## src/rtl/sdr_ref_pkg.sv

```systemverilog
package sdr_ref_pkg;

  localparam int EN_BIT   = 23;
  localparam int MODE_BIT = 22;
  localparam int TRP_LO   = 20;
  localparam int TRC_LO   = 18;

  typedef enum logic [2:0] {
    ST_IDLE,
    ST_REQ,
    ST_PRE,
    ST_TRP,
    ST_ARF,
    ST_TRC
  } ref_state_t;

  // precharge time in clocks for a 2-bit code
  function automatic logic [2:0] trp_clocks(input logic [1:0] code);
    case (code)
      2'b00:   trp_clocks = 3'd2;
      2'b01:   trp_clocks = 3'd3;
      default: trp_clocks = 3'd4;
    endcase
  endfunction

  // row cycle time in clocks for a 2-bit code
  function automatic logic [2:0] trc_clocks(input logic [1:0] code);
    trc_clocks = 3'd4 + {1'b0, code};
  endfunction

endpackage

```

## src/rtl/sdr_ref_interval.sv

```systemverilog
module sdr_ref_interval #(
  parameter int CNT_W = 11
) (
  input  logic             clk,
  input  logic             rst_n,
  input  logic             cfg_wr,
  input  logic             active,
  input  logic [CNT_W-1:0] count_field,
  output logic             expire
);

  localparam int PER_W = CNT_W + 1;
  localparam logic [PER_W-1:0] BASE = PER_W'((1 << CNT_W) + 1);

  logic [PER_W-1:0] period;
  logic [PER_W-1:0] last_val;
  logic [PER_W-1:0] cnt_q;
  logic [PER_W-1:0] cnt_d;

  assign period   = BASE - {1'b0, count_field};
  assign last_val = period - PER_W'(1);
  assign expire   = active & ~cfg_wr & (cnt_q == last_val);

  always_comb begin
    cnt_d = cnt_q;
    if (cfg_wr || !active || expire) begin
      cnt_d = '0;
    end else begin
      cnt_d = cnt_q + PER_W'(1);
    end
  end

  always_ff @(posedge clk or negedge rst_n) begin
    if (!rst_n) begin
      cnt_q <= '0;
    end else begin
      cnt_q <= cnt_d;
    end
  end

  // a register write restarts the interval
  assert_reload_R10: assert property (@(posedge clk) disable iff (!rst_n)
    cfg_wr |=> (cnt_q == '0));

endmodule

```

## src/rtl/sdr_ref_seq.sv

```systemverilog
module sdr_ref_seq
  import sdr_ref_pkg::*;
#(
  parameter int DLY_W = 3
) (
  input  logic       clk,
  input  logic       rst_n,
  input  logic       active,
  input  logic       expire,
  input  logic       grant,
  input  logic [1:0] trp_code,
  input  logic [1:0] trc_code,
  output logic       req,
  output logic       pre,
  output logic       arf,
  output logic       busy,
  output logic       drop
);

  ref_state_t       state_q, state_d;
  logic [DLY_W-1:0] dly_q, dly_d;
  logic [DLY_W-1:0] trp_load;
  logic [DLY_W-1:0] trc_load;

  // wait states last (delay - 1) cycles after the one-cycle strobe
  assign trp_load = DLY_W'(trp_clocks(trp_code)) - DLY_W'(2);
  assign trc_load = DLY_W'(trc_clocks(trc_code)) - DLY_W'(2);

  always_comb begin
    state_d = state_q;
    dly_d   = dly_q;
    case (state_q)
      ST_IDLE: if (expire) state_d = ST_REQ;
      ST_REQ: begin
        if (!active)    state_d = ST_IDLE;
        else if (grant) state_d = ST_PRE;
      end
      ST_PRE: begin
        state_d = ST_TRP;
        dly_d   = trp_load;
      end
      ST_TRP: begin
        if (dly_q == '0) state_d = ST_ARF;
        else             dly_d   = dly_q - DLY_W'(1);
      end
      ST_ARF: begin
        state_d = ST_TRC;
        dly_d   = trc_load;
      end
      ST_TRC: begin
        if (dly_q == '0) state_d = ST_IDLE;
        else             dly_d   = dly_q - DLY_W'(1);
      end
      default: state_d = ST_IDLE;
    endcase
  end

  always_ff @(posedge clk or negedge rst_n) begin
    if (!rst_n) begin
      state_q <= ST_IDLE;
      dly_q   <= '0;
    end else begin
      state_q <= state_d;
      dly_q   <= dly_d;
    end
  end

  assign req  = (state_q == ST_REQ);
  assign pre  = (state_q == ST_PRE);
  assign arf  = (state_q == ST_ARF);
  assign busy = (state_q != ST_IDLE);
  assign drop = expire & busy;

  assert_strobe_excl_R8: assert property (@(posedge clk) disable iff (!rst_n)
    !(pre && arf));

  assert_busy_cover_R8: assert property (@(posedge clk) disable iff (!rst_n)
    (req || pre || arf) |-> busy);

  assert_req_hold_R5: assert property (@(posedge clk) disable iff (!rst_n)
    (req && !grant && active) |=> req);

  assert_pre_gap_R6: assert property (@(posedge clk) disable iff (!rst_n)
    pre |=> (!arf && busy));

endmodule

```

## src/rtl/sdr_ref_miss.sv

```systemverilog
module sdr_ref_miss #(
  parameter int MISS_W = 4
) (
  input  logic              clk,
  input  logic              rst_n,
  input  logic              inc,
  output logic [MISS_W-1:0] count
);

  logic [MISS_W-1:0] cnt_q, cnt_d;
  logic              at_max;

  assign at_max = &cnt_q;

  always_comb begin
    cnt_d = cnt_q;
    if (inc && !at_max) cnt_d = cnt_q + MISS_W'(1);
  end

  always_ff @(posedge clk or negedge rst_n) begin
    if (!rst_n) begin
      cnt_q <= '0;
    end else begin
      cnt_q <= cnt_d;
    end
  end

  assign count = cnt_q;

  assert_miss_sat_R9: assert property (@(posedge clk) disable iff (!rst_n)
    (&count) |=> (&count));

  assert_miss_step_R9: assert property (@(posedge clk) disable iff (!rst_n)
    1'b1 |=> ((count == $past(count)) || (count == $past(count) + MISS_W'(1))));

endmodule

```

## src/rtl/sdr_ref_sched.sv

```systemverilog
module sdr_ref_sched
  import sdr_ref_pkg::*;
#(
  parameter int REG_W  = 32,
  parameter int CNT_W  = 11,
  parameter int DLY_W  = 3,
  parameter int MISS_W = 4
) (
  input  logic              clk,
  input  logic              rst_n,
  input  logic              cfg_wr,
  input  logic [REG_W-1:0]  cfg_word,
  input  logic              grant,
  output logic              refresh_req,
  output logic              cmd_pre_all,
  output logic              cmd_auto_ref,
  output logic              busy,
  output logic [MISS_W-1:0] missed_cnt
);

  logic active;
  logic expire;
  logic drop;

  // auto refresh only: enabled and mode bit clear
  assign active = cfg_word[EN_BIT] & ~cfg_word[MODE_BIT];

  sdr_ref_interval #(.CNT_W(CNT_W)) u_interval (
    .clk        (clk),
    .rst_n      (rst_n),
    .cfg_wr     (cfg_wr),
    .active     (active),
    .count_field(cfg_word[CNT_W-1:0]),
    .expire     (expire)
  );

  sdr_ref_seq #(.DLY_W(DLY_W)) u_seq (
    .clk     (clk),
    .rst_n   (rst_n),
    .active  (active),
    .expire  (expire),
    .grant   (grant),
    .trp_code(cfg_word[TRP_LO+1:TRP_LO]),
    .trc_code(cfg_word[TRC_LO+1:TRC_LO]),
    .req     (refresh_req),
    .pre     (cmd_pre_all),
    .arf     (cmd_auto_ref),
    .busy    (busy),
    .drop    (drop)
  );

  sdr_ref_miss #(.MISS_W(MISS_W)) u_miss (
    .clk  (clk),
    .rst_n(rst_n),
    .inc  (drop),
    .count(missed_cnt)
  );

  // no request can start while refresh is off or in self-refresh mode
  assert_off_no_req_R2: assert property (@(posedge clk) disable iff (!rst_n)
    (!active && !refresh_req) |=> !refresh_req);

  // reserved fields are written as zero
  assert_rsvd_zero_R4: assert property (@(posedge clk) disable iff (!rst_n)
    cfg_wr |-> ((cfg_word[REG_W-1:EN_BIT+1] == '0) &&
                (cfg_word[TRC_LO-1:CNT_W] == '0)));

endmodule

```

## config.mk

```make
export PLATFORM = sky130hd
export DESIGN_NAME = sdr_ref_sched
export DESIGN_NICKNAME = d
export VERILOG_FILES = /design/src/rtl/sdr_ref_pkg.sv /design/src/rtl/sdr_ref_interval.sv /design/src/rtl/sdr_ref_seq.sv /design/src/rtl/sdr_ref_miss.sv /design/src/rtl/sdr_ref_sched.sv
export SDC_FILE = /design/constraint.sdc
export NUM_CORES = 1
export LEC_CHECK = 0
export BUFFER_PORTS_ARGS = -buffer_cell sky130_fd_sc_hd__buf_4
export CORE_MARGIN = 2
export CORE_UTILIZATION = 57
export CTS_CLUSTER_SIZE = 24
export DETAILED_ROUTE_END_ITERATION = 16
export GPL_TIMING_DRIVEN = 0
export PLACE_DENSITY = 0.94
export SLEW_MARGIN = 10
export SYNTH_ARGS = -nofsm -noshare
export SYNTH_HDL_FRONTEND = slang
export SYNTH_SLANG_ARGS = --single-unit
```

## constraint.sdc

```tcl
create_clock -name clk -period 7.1 [get_ports clk]
set_clock_uncertainty 0.15 [all_clocks]
set_input_delay 0.71 -clock clk [delete_from_list [all_inputs] [get_ports clk]]
set_output_delay 0.71 -clock clk [all_outputs]
set_load 0.02 [all_outputs]
```

; Word-level counts from Yosys, hierarchy flattened
; Index checks and enable logic that the tools add are counted.
[totals]
out_inout_bits = 8
in_bits = 36
wordCells = 54
register_bits = 22
[classes]
n_addsub = 8
mux = 10
bitwise = 6
n_reduce_logical = 14
eq_ne = 12
[op_table]
columns = op, n
row1 = $mux 3, 6
row2 = $pmux 3 s6, 1
row3 = $add 12x1->12 const B, 1
row4 = $eq 12x12->1, 1
row5 = $mux 12, 1
row6 = $sub 12x1->12 const B, 1
row7 = $sub 12x11->12 const A, 1
row8 = $pmux 3 s3, 1
row9 = $reduce_and 4->1, 2
row10 = $eq 3x2->1 const B, 2
row11 = $eq 3x3->1 const B, 2
row12 = $logic_not 3->1, 2
row13 = $pmux 3 s2, 1
row14 = $reduce_bool 3->1, 2
row15 = $sub 3x2->3 const B, 2
row16 = $add 4x1->4 const B, 1
row17 = $and 1x1->1, 4
row18 = $ne 2x1->1 const B, 2
row19 = $ne 2x2->1 const B, 2
row20 = $add 3x2->3 const A, 1
row21 = $eq 3x1->1 const B, 1
row22 = $ne 3x3->1 const B, 1
row23 = $sub 3x1->3 const B, 1
row24 = $eq 2x1->1 const B, 1
row25 = 7 further kinds, 10

; Longest topological paths before layout
[logic_depth]
depth_word = 6
ltp_mapped = 11
ltp_nobuf = 9

; Hierarchy
; From an unflattened synthesis, not the netlist that was laid out.
[unflattened]
cells_unflattened = 200
area_unflattened_um2 = 1823.0
[modules_own_cells]
columns = mod, seq_area_each_um2, area_each_um2, cells_each, instances
row1 = sdr_ref_interval, 300.3, 1097.3, 124, 1
row2 = sdr_ref_seq, 150.1, 501.7, 55, 1
row3 = sdr_ref_miss, 100.1, 210.2, 20, 1
row4 = sdr_ref_sched, 0.0, 13.8, 1, 1

; Worst setup path before layout
; Ideal clock, no wire load.
[synth_timing]
path_type = input to register
startpoint = input port cfg_word[0]
endpoint = register u_miss.cnt_q[1], in the netlist u_miss.count[1]
path_stages = 10
path_buffers = 1
setup_slack_ns = 3.850
t_required_ns = 6.825
setup_ns = 0.125
arrival_ns = 2.975
path_cell_list = inv_1 ha_1 or4b_1 or4_4 a221o_1 a22oi_1 and4_1 buf_6 nand2_4 mux2_4
[synth_between]
elab_chain_cells = 6
[synth_rtl]
columns = element, line
row1 = from (decl), sdr_ref_sched.sv:12  ; input logic [REG_W-1:0] cfg_word,
row2 = $sub 12x11->12, sdr_ref_interval.sv:20  ; assign period = BASE - {1'b0, count_field};
row3 = $sub 12x1->12, sdr_ref_interval.sv:21  ; assign last_val = period - PER_W'(1);
row4 = $eq 12x12->1, sdr_ref_interval.sv:22  ; assign expire = active & ~cfg_wr & (cnt_q == last_val);
row5 = $and 1x1->1, sdr_ref_interval.sv:22
row6 = $and 1x1->1, sdr_ref_seq.sv:72  ; assign drop = expire & busy;
row7 = $logic_and 1x1->1, sdr_ref_miss.sv:17  ; if (inc && !at_max) cnt_d = cnt_q + MISS_W'(1);
row8 = to (signal assigned), sdr_ref_miss.sv:24  ; cnt_q <= cnt_d;
row9 = to (decl), sdr_ref_miss.sv:10  ; logic [MISS_W-1:0] cnt_q, cnt_d;
; Every way passes these cells.
; A chain may end at the register's enable or synchronous reset.

; Final worst setup path
[layout_timing]
startpoint = input port cfg_word[0]
endpoint = register u_interval.cnt_q[0]
[layout_between]
elab_chain_cells = 6
[layout_rtl]
columns = element, line
row1 = $sub 12x11->12, sdr_ref_interval.sv:20
row2 = $sub 12x1->12, sdr_ref_interval.sv:21
row3 = $eq 12x12->1, sdr_ref_interval.sv:22
row4 = $and 1x1->1, sdr_ref_interval.sv:22
row5 = $logic_or 1x1->1, sdr_ref_interval.sv:26  ; if (cfg_wr || !active || expire) begin
row6 = $mux 12, sdr_ref_interval.sv:26
row7 = via u_interval.cnt_d[0], sdr_ref_interval.sv:18  ; logic [PER_W-1:0] cnt_d;
row8 = to (signal assigned), sdr_ref_interval.sv:37  ; cnt_q <= cnt_d;
row9 = to (decl), sdr_ref_interval.sv:17  ; logic [PER_W-1:0] cnt_q;
; The timed path passes the listed nets, and every way through them passes these cells.

==> Implementation_results.wiki <==
{| class="wikitable"
! Metric !! Value
|-
| CTS max path bufs || 2
|-
| Post-CTS clock slew at the launch and capture registers of the worst setup and hold paths || 0.12 ns
|-
| Number of vias per cell after detailed routing || 5.981
|-
| Number of levels the H-tree was split into || 1
|-
| Post-synthesis sequential element count || 22
|-
| Synthesized netlist cell count || 197
|-
| Static Leakage || slightly below 0.9 nW
|-
| Overall power after layout || 0.4047 mW
|-
| Number of flops mapped to enable cells by yosys || 0
|-
| Global-route wire length before repair || 6.189 mm
|-
| Number of ports placed on the die boundary || 44
|-
| CTS tree || built
|-
| Fraction of registers with async set/reset || 100.0%
|-
| Master of the slowest instance on the critical path || sky130_fd_sc_hd__or4b_1
|-
| Cells along the critical path || buf_4 -> inv_1 -> ha_1 -> or4b_1 -> or4_4 -> a221o_1 -> a22oi_1 -> and4_1 -> buf_6 -> nand2b_1 -> buf_4 -> nor2_1
|-
| Worst slew pin tran || 0.4991 ns
|-
| Pre-CTS WS || ~3.4 ns
|-
| Final count of negative-setup-slack endpoints || 0
|-
| Number of synthesis warnings || 0
|-
| Synthesis-to-layout area growth || 17.22%
|-
| Critical-path maximum fanout || 10
|-
| Cell total after placement || roughly 260
|-
| Critical path capture point type || register
|-
| Most common cell on crit path || sky130_fd_sc_hd__buf_4
|-
| Port Buffers || 28
|-
| Unrepaired setup endpoints after global routing || no
|-
| Y dimension of the die || about 58 µm
|-
| Setup Total Neg Slack || 0 ns
|-
| Effective utilization at floorplan || between 60% and 70%
|-
| Post-layout instance count excluding filler cells || 260
|-
| Pin count of the biggest net entering global routing || 23
|-
| GR Util met1 || 29.29%
|-
| Global-route met2 utilization || 42.21%
|-
| CP top delay family || simple AND/OR/NAND/NOR gates
|-
| Delay of the slowest cell on the worst path || 0.50 ns
|-
| Number of design-rule violations left by the first detailed-router iteration || 111
|-
| Met3 Use GR || 2.902%
|-
| Main flop type after synthesis || sky130_fd_sc_hd__dfrtp_1
|-
| Status || finished, final reports clean
|-
| Number of library cell types mapped by synthesis || 47
|-
| Final estimated routing congestion in global placement || 0.9173
|-
| Residual antenna-violating net count after detailed routing || 0
|-
| Buffers & Inverters on Critical Path || 4
|-
| Crit path setup slack, layout || 3.722 ns
|-
| Combined area of all synthesized cells || about 1700 µm²
|-
| Layer with the highest usage after global routing || met2
|-
| Share of post-route cells with drive strength above 1 || 18.34%
|-
| Hold buffer count at CTS || 0
|-
| DIE AREA || 3354 µm²
|-
| Max_cap viols || 0
|-
| Remaining Overflow, GRT || 0
|-
| Kind of critical path || input port to register
|-
| TritonCTS buffer count || 3
|-
| Detailed placer's ending HPWL || 2.758 mm
|-
| Final Critical Period || 3.378 ns
|-
| Number of antenna violations at the first check in global routing || 0
|-
| Hold/Removal Path Class || input port to asynchronous set/reset pin
|-
| Worst-case vdd ir drop || 248.0 µV
|-
| Global-route usage over all layers || 23.86%
|-
| Core Footprint || 2758 µm²
|-
| Post-synthesis net count || 238
|-
| Leading cell types in the layout, fill and taps excluded || sky130_fd_sc_hd__buf_4, sky130_fd_sc_hd__dfrtp_1, sky130_fd_sc_hd__nor2_1
|-
| Root buf cell || sky130_fd_sc_hd__clkbuf_4
|-
| Type of origin of the critical path || input port
|-
| First-pass DRT Iterations || 4
|-
| Number of standard-cell rows in the floorplan || 19
|-
| Maximum frequency from static timing analysis || 296.0 MHz
|-
| Tightest slew margin relative to the limit || around two thirds
|-
| Average wire length per cell after detail routing || 13.74 µm
|-
| Data arrival, critical path || between 3 and 4 ns
|-
| Syn_area_per_cell || 8.409 µm²
|-
| Die boundary width || 57.91 µm
|-
| R2R setup slack || around 4.5 ns
|-
| Post-CTS setup repair buffer count || 0
|-
| Final worst path period share || ~48%
|-
| Number of vias in the routed layout || 1555
|-
| Clock insertion delay at the later pin of the skew report || 0.31 ns
|-
| Post-cts resize count || 0
|-
| Final routed DRC violation total || 0
|-
| Number of global-route vias before repair || 1517
|-
| Pwr Density || 208.4 nW/µm²
|-
| Max-slew violation count || 0
|-
| Proportion of synthesized chip area in sequential cells || 33.23%
|-
| WL final || 3.572 mm
|-
| Required time worst endpoint || 7.14 ns
|-
| Clock sinks || 22
|-
| Final hold vios || 0
|-
| Most frequent standard cell in the layout excluding fill and tap cells || sky130_fd_sc_hd__buf_4
|-
| Antenna diodes || 0
|-
| Final net count || 271
|}
==> logic make-up after synthesis <==
logic type / count (synthesis) / synth area share, %
DFF: 22 / 33.23
AOI/OAI and AO/OA: 36 / 13.97
and+or+nand+nor: 87 / 28.32
buffers and inverters: 18 / 4.833
muxes: 3 / 2.115
adders and majority gates: 5 / 3.776
xor gates and xnor gates: 26 / 13.75
==> routing by layer <==
layer	wire, µm	part of all wire (%)
met1	1590	45
met2	1771	50
met3	148	4.1
met4	62	1.7
met5	0	0
==> worst reg2reg max path, cell delays in order, from the launching register on <==
cell	delay, ns
sky130_fd_sc_hd__dfrtp_1	0.44
sky130_fd_sc_hd__or4_4	0.55
sky130_fd_sc_hd__a221o_1	0.37
sky130_fd_sc_hd__a22oi_1	0.17
sky130_fd_sc_hd__and4_1	0.25
sky130_fd_sc_hd__buf_6	0.14
sky130_fd_sc_hd__nand2b_1	0.14
sky130_fd_sc_hd__buf_4	0.18
sky130_fd_sc_hd__nor2_1	0.06
==> worst paths after layout <==
| kind | from | endpoint | depth (start not counted) |
|---|---|---|---|
| setup / recovery | cfg_word[0] | u_interval.cnt_q[0] | 12 |
| hold / removal | rst_n | u_miss.count[3] | 1 |
| setup reg to reg | u_interval.cnt_q[10] | u_interval.cnt_q[0] | 8 |
| hold reg to reg | u_miss.count[3] | u_miss.count[3] | 1 |
| max in group asynchronous | rst_n | u_interval.cnt_q[5] | 1 |
| min in group clk | u_miss.count[3] | u_miss.count[3] | 1 |
==> cells in the mapped netlist, types with 2 or more instances <==
cell type / count / area (µm²)
sky130_fd_sc_hd__nand2_1: 9 / 33.78
sky130_fd_sc_hd__and4_1: 2 / 17.52
sky130_fd_sc_hd__nand2b_1: 3 / 18.77
sky130_fd_sc_hd__a31oi_1: 4 / 25.02
sky130_fd_sc_hd__nor2b_1: 6 / 37.54
sky130_fd_sc_hd__or4_1: 2 / 15.01
sky130_fd_sc_hd__nor3_1: 9 / 45.04
sky130_fd_sc_hd__a21oi_1: 8 / 40.04
sky130_fd_sc_hd__or3_1: 4 / 25.02
sky130_fd_sc_hd__a21o_1: 2 / 15.01
sky130_fd_sc_hd__xnor2_1: 15 / 131.4
sky130_fd_sc_hd__nor2_1: 21 / 78.83
sky130_fd_sc_hd__inv_1: 9 / 33.78
sky130_fd_sc_hd__o211ai_1: 2 / 15.01
sky130_fd_sc_hd__dfrtp_1: 22 / 550.5
sky130_fd_sc_hd__and2_1: 2 / 12.51
sky130_fd_sc_hd__nor4_1: 3 / 18.77
sky130_fd_sc_hd__clkbuf_1: 5 / 18.77
sky130_fd_sc_hd__mux2i_1: 2 / 20.02
sky130_fd_sc_hd__and3_1: 3 / 18.77
sky130_fd_sc_hd__o21ai_0: 9 / 45.04
sky130_fd_sc_hd__xor2_1: 11 / 96.34
sky130_fd_sc_hd__ha_1: 5 / 62.56
sky130_fd_sc_hd__or2_2: 2 / 12.51
sky130_fd_sc_hd__nand4_1: 2 / 12.51
sky130_fd_sc_hd__a22oi_1: 2 / 15.01
sky130_fd_sc_hd__nand3_1: 13 / 65.06
==> state kept, by name, indices dropped and copies added (netlist names) <==
register,cells
u_seq.dly_q,3
u_seq.state_q,3
u_interval.cnt_q,12
u_miss.count,4
==> per-stage QoR <==
step	hold slack [ns]	utilization, %	instance area [µm²]
2_1_floorplan	0.2644	-	1657
3_3_place_gp	0.3382	69.10	1906
3_5_place_dp	0.3702	69.10	1906
4_1_cts	0.1119	70.42	1942
5_1_grt	0.1123	70.42	1942
6_report	0.1085	70.42	1942
==> where the power goes <==
part / leakage [nW] / switching [mW] / internal, mW
logic: 0.560 / 0.107 / 0.0756
registers: 0.298 / 0.0136 / 0.141
clock network: 0.0210 / 0.0369 / 0.0313
==> layout make-up <==
class / count / area [µm²]
multi-input combinational: 157 / 1026
fill: 227 / 815.8
sequential: 22 / 550.5
timing repair buffer: 28 / 210.2
buffer: 9 / 46.29
tap: 31 / 38.79
clock buffer: 4 / 36.28
inverter: 9 / 33.78
No activity file was read; power rests on OpenSTA's default activity.
